[src/rtl/uart_fifo_pkg.sv]
package uart_fifo_pkg;

    localparam int CFG_W = 11;
    localparam int LVL_W = 7;

    typedef struct packed {
        logic [3:0] flow_code;
        logic [3:0] rx_code;
        logic       rx_off;
        logic       tx_flush;
        logic       rx_flush;
    } ctrl_word_t;

    function automatic logic [LVL_W-1:0] code_to_level(input logic [3:0] code, input logic fast);
        logic [LVL_W-1:0] lvl;
        case (code)
            4'd0:    lvl = 7'd1;
            4'd1:    lvl = 7'd4;
            4'd2:    lvl = 7'd8;
            4'd3:    lvl = 7'd14;
            4'd4:    lvl = fast ? 7'd30 : 7'd14;
            4'd5:    lvl = fast ? 7'd46 : 7'd14;
            default: lvl = fast ? 7'd62 : 7'd14;
        endcase
        return lvl;
    endfunction

endpackage

[src/rtl/flush_hold.sv]
module flush_hold #(
    parameter int HOLD = 3
) (
    input  logic clk,
    input  logic rst,
    input  logic start,
    output logic busy
);
    localparam int HW = $clog2(HOLD + 1);

    logic [HW-1:0] left;

    always_ff @(posedge clk) begin
        if (rst) begin
            busy <= 1'b0;
            left <= '0;
        end else if (start) begin
            busy <= 1'b1;
            left <= HW'(HOLD - 1);
        end else if (busy) begin
            if (left == '0) busy <= 1'b0;
            else            left <= left - 1'b1;
        end
    end


    hold_min_chk: assert property (@(posedge clk) disable iff (rst)
        $rose(busy) |=> busy);

endmodule

[src/rtl/byte_fifo.sv]
module byte_fifo #(
    parameter int DEPTH = 64,
    parameter int DW    = 8,
    localparam int AW   = $clog2(DEPTH),
    localparam int CW   = $clog2(DEPTH + 1)
) (
    input  logic          clk,
    input  logic          rst,
    input  logic          clr,
    input  logic          push,
    input  logic [DW-1:0] din,
    input  logic          pop,
    output logic [DW-1:0] dout,
    output logic [CW-1:0] count,
    output logic          full
);
    logic [DW-1:0] mem [DEPTH];
    logic [AW-1:0] wp, rp;
    logic          do_push, do_pop;

    assign full    = (count == CW'(DEPTH));
    assign do_push = push && !clr && !full;
    assign do_pop  = pop && !clr && (count != '0);
    assign dout    = mem[rp];

    function automatic logic [AW-1:0] step(input logic [AW-1:0] p);
        return (p == AW'(DEPTH - 1)) ? '0 : p + 1'b1;
    endfunction

    always_ff @(posedge clk) begin
        if (do_push) mem[wp] <= din;
    end

    always_ff @(posedge clk) begin
        if (rst || clr) begin
            wp    <= '0;
            rp    <= '0;
            count <= '0;
        end else begin
            if (do_push) wp <= step(wp);
            if (do_pop)  rp <= step(rp);
            count <= count + CW'(do_push) - CW'(do_pop);
        end
    end


    no_overflow_chk: assert property (@(posedge clk) disable iff (rst)
        count <= CW'(DEPTH));


    clr_empty_chk: assert property (@(posedge clk) disable iff (rst)
        clr |=> count == '0);


    full_drop_chk: assert property (@(posedge clk) disable iff (rst)
        (full && push && !pop && !clr) |=> count == CW'(DEPTH));

endmodule

[src/rtl/uart_fifo_ctrl.sv]
module uart_fifo_ctrl
    import uart_fifo_pkg::*;
#(
    parameter int DEPTH = 64,
    parameter int DW    = 8,
    parameter int HOLD  = 3,
    localparam int CW   = $clog2(DEPTH + 1)
) (
    input  logic             clk,
    input  logic             rst,
    input  logic             hs_mode,
    input  logic             rda_ien,
    input  logic             cfg_we,
    input  logic [CFG_W-1:0] cfg_wdata,
    output logic [CFG_W-1:0] cfg_rdata,
    input  logic             rx_push,
    input  logic [DW-1:0]    rx_din,
    input  logic             rx_pop,
    output logic [DW-1:0]    rx_dout,
    output logic [CW-1:0]    rx_count,
    output logic             rx_overrun,
    output logic             rda_flag,
    output logic             rda_irq,
    output logic             rts_ready,
    input  logic             tx_push,
    input  logic [DW-1:0]    tx_din,
    input  logic             tx_pop,
    output logic [DW-1:0]    tx_dout,
    output logic [CW-1:0]    tx_count
);
    ctrl_word_t wr, cfg_q, rd;
    logic       rx_busy, tx_busy, rx_full, tx_full;
    logic       rx_accept;
    logic [CW-1:0] rx_lvl, flow_lvl;

    assign wr = ctrl_word_t'(cfg_wdata);

    always_ff @(posedge clk) begin
        if (rst) begin
            cfg_q <= '0;
        end else if (cfg_we) begin
            cfg_q.flow_code <= wr.flow_code;
            cfg_q.rx_code   <= wr.rx_code;
            cfg_q.rx_off    <= wr.rx_off;
        end
    end

    always_comb begin
        rd          = cfg_q;
        rd.rx_flush = rx_busy;
        rd.tx_flush = tx_busy;
    end
    assign cfg_rdata = rd;

    flush_hold #(.HOLD(HOLD)) u_rx_hold (
        .clk(clk), .rst(rst), .start(cfg_we && wr.rx_flush), .busy(rx_busy));
    flush_hold #(.HOLD(HOLD)) u_tx_hold (
        .clk(clk), .rst(rst), .start(cfg_we && wr.tx_flush), .busy(tx_busy));

    assign rx_accept = rx_push && !cfg_q.rx_off;

    byte_fifo #(.DEPTH(DEPTH), .DW(DW)) u_rx_q (
        .clk(clk), .rst(rst), .clr(rx_busy), .push(rx_accept), .din(rx_din),
        .pop(rx_pop), .dout(rx_dout), .count(rx_count), .full(rx_full));
    byte_fifo #(.DEPTH(DEPTH), .DW(DW)) u_tx_q (
        .clk(clk), .rst(rst), .clr(tx_busy), .push(tx_push), .din(tx_din),
        .pop(tx_pop), .dout(tx_dout), .count(tx_count), .full(tx_full));

    always_ff @(posedge clk) begin
        if (rst || rx_busy)                 rx_overrun <= 1'b0;
        else if (rx_accept && rx_full)      rx_overrun <= 1'b1;
    end

    assign rx_lvl    = CW'(code_to_level(cfg_q.rx_code, hs_mode));
    assign flow_lvl  = CW'(code_to_level(cfg_q.flow_code, hs_mode));
    assign rda_flag  = (rx_count >= rx_lvl);
    assign rda_irq   = rda_flag && rda_ien;
    assign rts_ready = (rx_count < flow_lvl);


    rx_off_stable_chk: assert property (@(posedge clk) disable iff (rst)
        (cfg_q.rx_off && !cfg_we && !rx_pop && !rx_busy) |=> $stable(rx_count));


    overrun_set_chk: assert property (@(posedge clk) disable iff (rst)
        (rx_push && !cfg_q.rx_off && rx_full && !rx_busy) |=> rx_overrun);


    overrun_sticky_chk: assert property (@(posedge clk) disable iff (rst)
        (rx_overrun && !rx_busy) |=> rx_overrun);


    tx_isolated_chk: assert property (@(posedge clk) disable iff (rst)
        (rx_busy && !tx_busy && !tx_push && !tx_pop && !(cfg_we && wr.tx_flush))
            |=> $stable(tx_count));

endmodule

[config.mk]
export PLATFORM = sky130hd
export DESIGN_NAME = uart_fifo_ctrl
export DESIGN_NICKNAME = d
export VERILOG_FILES = /design/src/rtl/uart_fifo_pkg.sv /design/src/rtl/flush_hold.sv /design/src/rtl/byte_fifo.sv /design/src/rtl/uart_fifo_ctrl.sv
export SDC_FILE = /design/constraint.sdc
export NUM_CORES = 1
export LEC_CHECK = 0
export CAP_MARGIN = 20
export CORE_MARGIN = 2
export CORE_UTILIZATION = 40
export DETAILED_ROUTE_END_ITERATION = 10
export PLACE_DENSITY_LB_ADDON = 0.05
export SETUP_SLACK_MARGIN = 0.5
export SKIP_CTS_REPAIR_TIMING = 1
export SYNTH_ARGS = -nofsm -noshare
export SYNTH_HDL_FRONTEND = slang
export SYNTH_SLANG_ARGS = --single-unit
[constraint.sdc]
create_clock -name clk -period 3.4 [get_ports clk]
set_input_delay 0.68 -clock clk [delete_from_list [all_inputs] [get_ports clk]]
set_output_delay 0.68 -clock clk [all_outputs]
set_load 0.1 [all_outputs]
==> parameters.txt, run 1 <==
Parameter                              Value

Status
  Run status    finished with violations
  Violated checks    negative setup slack

Place
  Setup slack after placement    -0.0468 ns
  Cell count after placement    3948
  RD Place Congestion    0.832
  Detailed placement HPWL    74700 µm
  Number of buffer cells added on primary ports    80

Synthesis
  Primary flip-flop cell chosen by synthesis mapping    edfxtp_1
  Distinct cell type count of the synthesized netlist    63
  Sequential-to-total area share from yosys stat    74.1%
  Largest family of logic cells by synthesized area    multiplexers
  Share of synthesized area spent on multiplexers    14.5%
  Fraction of synthesis flops using an asynchronous set or reset pin    0%
  Number of synthesized flops with an enable pin    1024
  Synthesis warning total    0
  Post-synthesis cell count    2289
  Synthesized area per cell    18.9 µm²
  Simple-gate portion of the synthesized area    under 10%
  Synthesized-area fraction occupied by adder cells    1.05%
  Synthesized cell area    0.0433 mm²
  Flops & latches, synth    between 1000 and 1500
  Compound-cell area share of the yosys netlist    ~3.4%
  Post-synthesis xor/xnor area fraction    less than 1%
  Post-Synthesis Net Count    approximately 2400

Cells and area
  End-of-flow core utilization    50.1%
  N_diodes    0
  Share of cells above drive strength 1    a little over a third
  Most used cells in the layout excluding fill and tap cells    edfxtp_1, buf_4, mux4_2, nor2_1, clkbuf_16
  Area Growth Syn to Fin    24.0%
  Area occupied by multi-input gates    about 0.011 mm²
  Final net count    between 2000 and 3000
  Number of fill cells in the layout    around 8900
  Final instance count without filler cells    4249
  Most common library cell in the layout ignoring fill and taps    edfxtp_1
  Area taken by flip-flops and latches    0.0322 mm²

Timing
  Relative max-transition margin    35.1%
  Number of pins with negative max-slew slack in the final report    0
  Peak Freq    0.267 GHz
  RSZ-0062 raised after global routing    true
  Total negative slack for setup checks    -4.40 ns
  Setup-failing EPs final    16
  Setup skew after layout    0.0201 ns
  Number of failing hold endpoints at the final stage    0
  Slew @ Worst Pin    0.973 ns
  Clock period minus worst slack    3.75 ns
  Portion of the clock cycle consumed by the worst path in the final layout    110%
  PnR worst setup slack    -0.350 ns

GRT
  Via count of the first global-routing pass    about 23000
  Number of antenna violations at the first check in global routing    0
  GR Util All Layers    20.3%
  Largest net degree at the start of global routing    65
  First-pass GRT wire length    164000 µm
  Aggregate global routing overflow    0

Critical path
  Reg2reg end    u_rx_q.count[6]
  Reg-to-Reg Start    u_rx_q.count[2]
  Highest fanout seen on the critical path    8
  Critical path start-end classification    flop to output pin
  Slack of the worst reg-to-reg path    0.49 ns
  CP arrival    3.07 ns
  Startpoint kind of the worst setup timing path    flop
  Endpoint kind of the worst setup timing path    output pin
  Data required time at the worst endpoint    approximately 2.7 ns
  Reg2Reg Depth    15

Floorplanning
  Floorplan die width    333 µm
  IO Pins    81
  Initial standard-cell utilization of the core    40.4%
  Die Height    333 µm
  Std-Cell Rows    120
  Die area    0.111 mm²
  Core Area    0.107 mm²

Power and ir drop
  P per Cell Area    661 mW/mm²
  Static leakage    approximately 17 nW
  Peak supply drop    0.000477 V
  Power, Total    between 0.03 and 0.04 W

Routing
  ANT nets after route    0
  Detailed-routing iteration count for the pre-antenna-repair pass    5
  Routed WL    116000 µm
  Via total after detailed routing    22900
  Initial detailed-routing violation count    1771
  Post-route DRC violation count    0
  Vias per Instance    5.40
  Average detailed-routed wire length per instance    27.3 µm

Clocking
  Clock H-tree levels    3
  Clock latency on the worst-skew pair    around 0.70 ns
  Clock-pin slew reported for the worst setup and hold paths after clock tree synthesis    0.06 ns
  Total clock buffers created by CTS    117
  Clock root buffer    clkbuf_16
  Clk buf depth    3
  Clock net sink count    1090
  CTS tree    yes

Hold path
  Cell count of the worst hold path    1
  Worst min-delay path startpoint    rx_din[0]
  Worst Hold Path EP    u_rx_q.mem[6][0]
  Worst Hold Class    primary input to flop

Job
  Max_cap viols    0
==> flip-flops by register name, indices dropped and copies added (netlist names), 6 cells and up, named ones only <==
signal	cells
u_tx_q.wp	6
u_tx_q.rp	6
u_rx_q.rp	6
u_tx_q.count	7
u_tx_q.mem	512
u_rx_q.wp	6
u_rx_q.mem	512
u_rx_q.count	7
cfg_rdata	9
==> how the worst max path moves through the flow <==
stage          cells past startpoint    endpoint  slack [ns]
2_1_floorplan                      8   rts_ready        0.25
3_3_place_gp                       6  rx_dout[2]        0.02
3_5_place_dp                       6  rx_dout[2]       -0.05
4_1_cts                            6  rx_dout[2]       -0.83
5_1_grt                            8  rx_dout[6]       -0.44
6_report                           8  rx_dout[2]       -0.35
==> report_power, final <==
| part | internal, W | switching (W) |
|---|---|---|
| logic | 0.00331 | 0.00409 |
| registers | 0.0149 | 0.000192 |
| clock network | 0.00783 | 0.00522 |
| total | 0.0260 | 0.00950 |
==> routing by layer <==
metal	vias up	share of wire, %	global-route usage, %
li1	10200	-	-
met5	-	0	0
met4	0	2.9	5.46
met1	12100	42	26.9
met2	548	51	35.2
met3	167	3.7	2.94
==> critical path: stages, from the launching register on <==
cell and delay, ns:
dfxtp_4 0.46, buf_12 0.19, buf_16 0.15, mux4_2 0.49
o21a_1 0.23, o21ai_2 0.14, a31oi_1 0.07, or3_4 0.44
buf_12 0.18
==> cell type report <==
type,instances,share of cell area [%]
sequential,1090,59.9
inverter,27,0.200
multi-input combinational,1051,20.9
clock inverter,81,1.70
timing repair buffer,458,8.31
clock buffer,139,5.69
tap,1403,3.27
==> synth_stat cells, drive strengths merged, types with 4 or more instances <==
library cell / instances / area share [%]
edfxtp: 1024 / 71
mux4: 228 / 12
nor2: 206 / 1.8
mux2i: 99 / 2.3
buf: 79 / 1.2
dfxtp: 66 / 3.1
nand2: 65 / 0.56
o21ai: 49 / 0.57
a21oi: 44 / 0.51
clkbuf: 42 / 0.37
ha: 33 / 0.95
a22oi: 30 / 0.52
nand3: 27 / 0.31
inv: 26 / 0.23
nor2b: 26 / 0.38
nand2b: 19 / 0.27
a211oi: 17 / 0.31
xor2: 16 / 0.32
nor3: 15 / 0.17
o22ai: 13 / 0.19
a221oi: 12 / 0.24
xnor2: 12 / 0.24
a31oi: 11 / 0.16
nand4: 11 / 0.16
or3: 11 / 0.16
and3: 10 / 0.14
or2: 10 / 0.14
mux2: 9 / 0.23
o21a: 9 / 0.16
and2: 8 / 0.12
nand3b: 7 / 0.12
a21boi: 5 / 0.087
a2111oi: 4 / 0.081
a21o: 4 / 0.069
nor4: 4 / 0.058
o21bai: 4 / 0.069
or3b: 4 / 0.081
==> cell families after synthesis <==
logic type               Yosys count
buffers and inverters            148
adder cells (fa/ha/maj)           35
multiplexers                     336
flip-flops                      1090
AO/OA/AOI/OAI                    224
AND/OR/NAND/NOR                  428
XOR/XNOR                          28
==> metrics by stage <==
stage	hold slack [ns]	instance area, µm²
2_1_floorplan	0.464	43800
3_3_place_gp	0.456	48100
3_5_place_dp	0.464	48100
4_1_cts	0.323	52000
5_1_grt	0.349	53700
6_report	0.386	53700
No activity file was read; power rests on OpenSTA's default activity.
==> inputs of run 2 (changes only) <==
- SLEW_MARGIN: unset -> 25
==> results of run 2 <==
Final layout, timing and power as in run 1 (identical DEF).
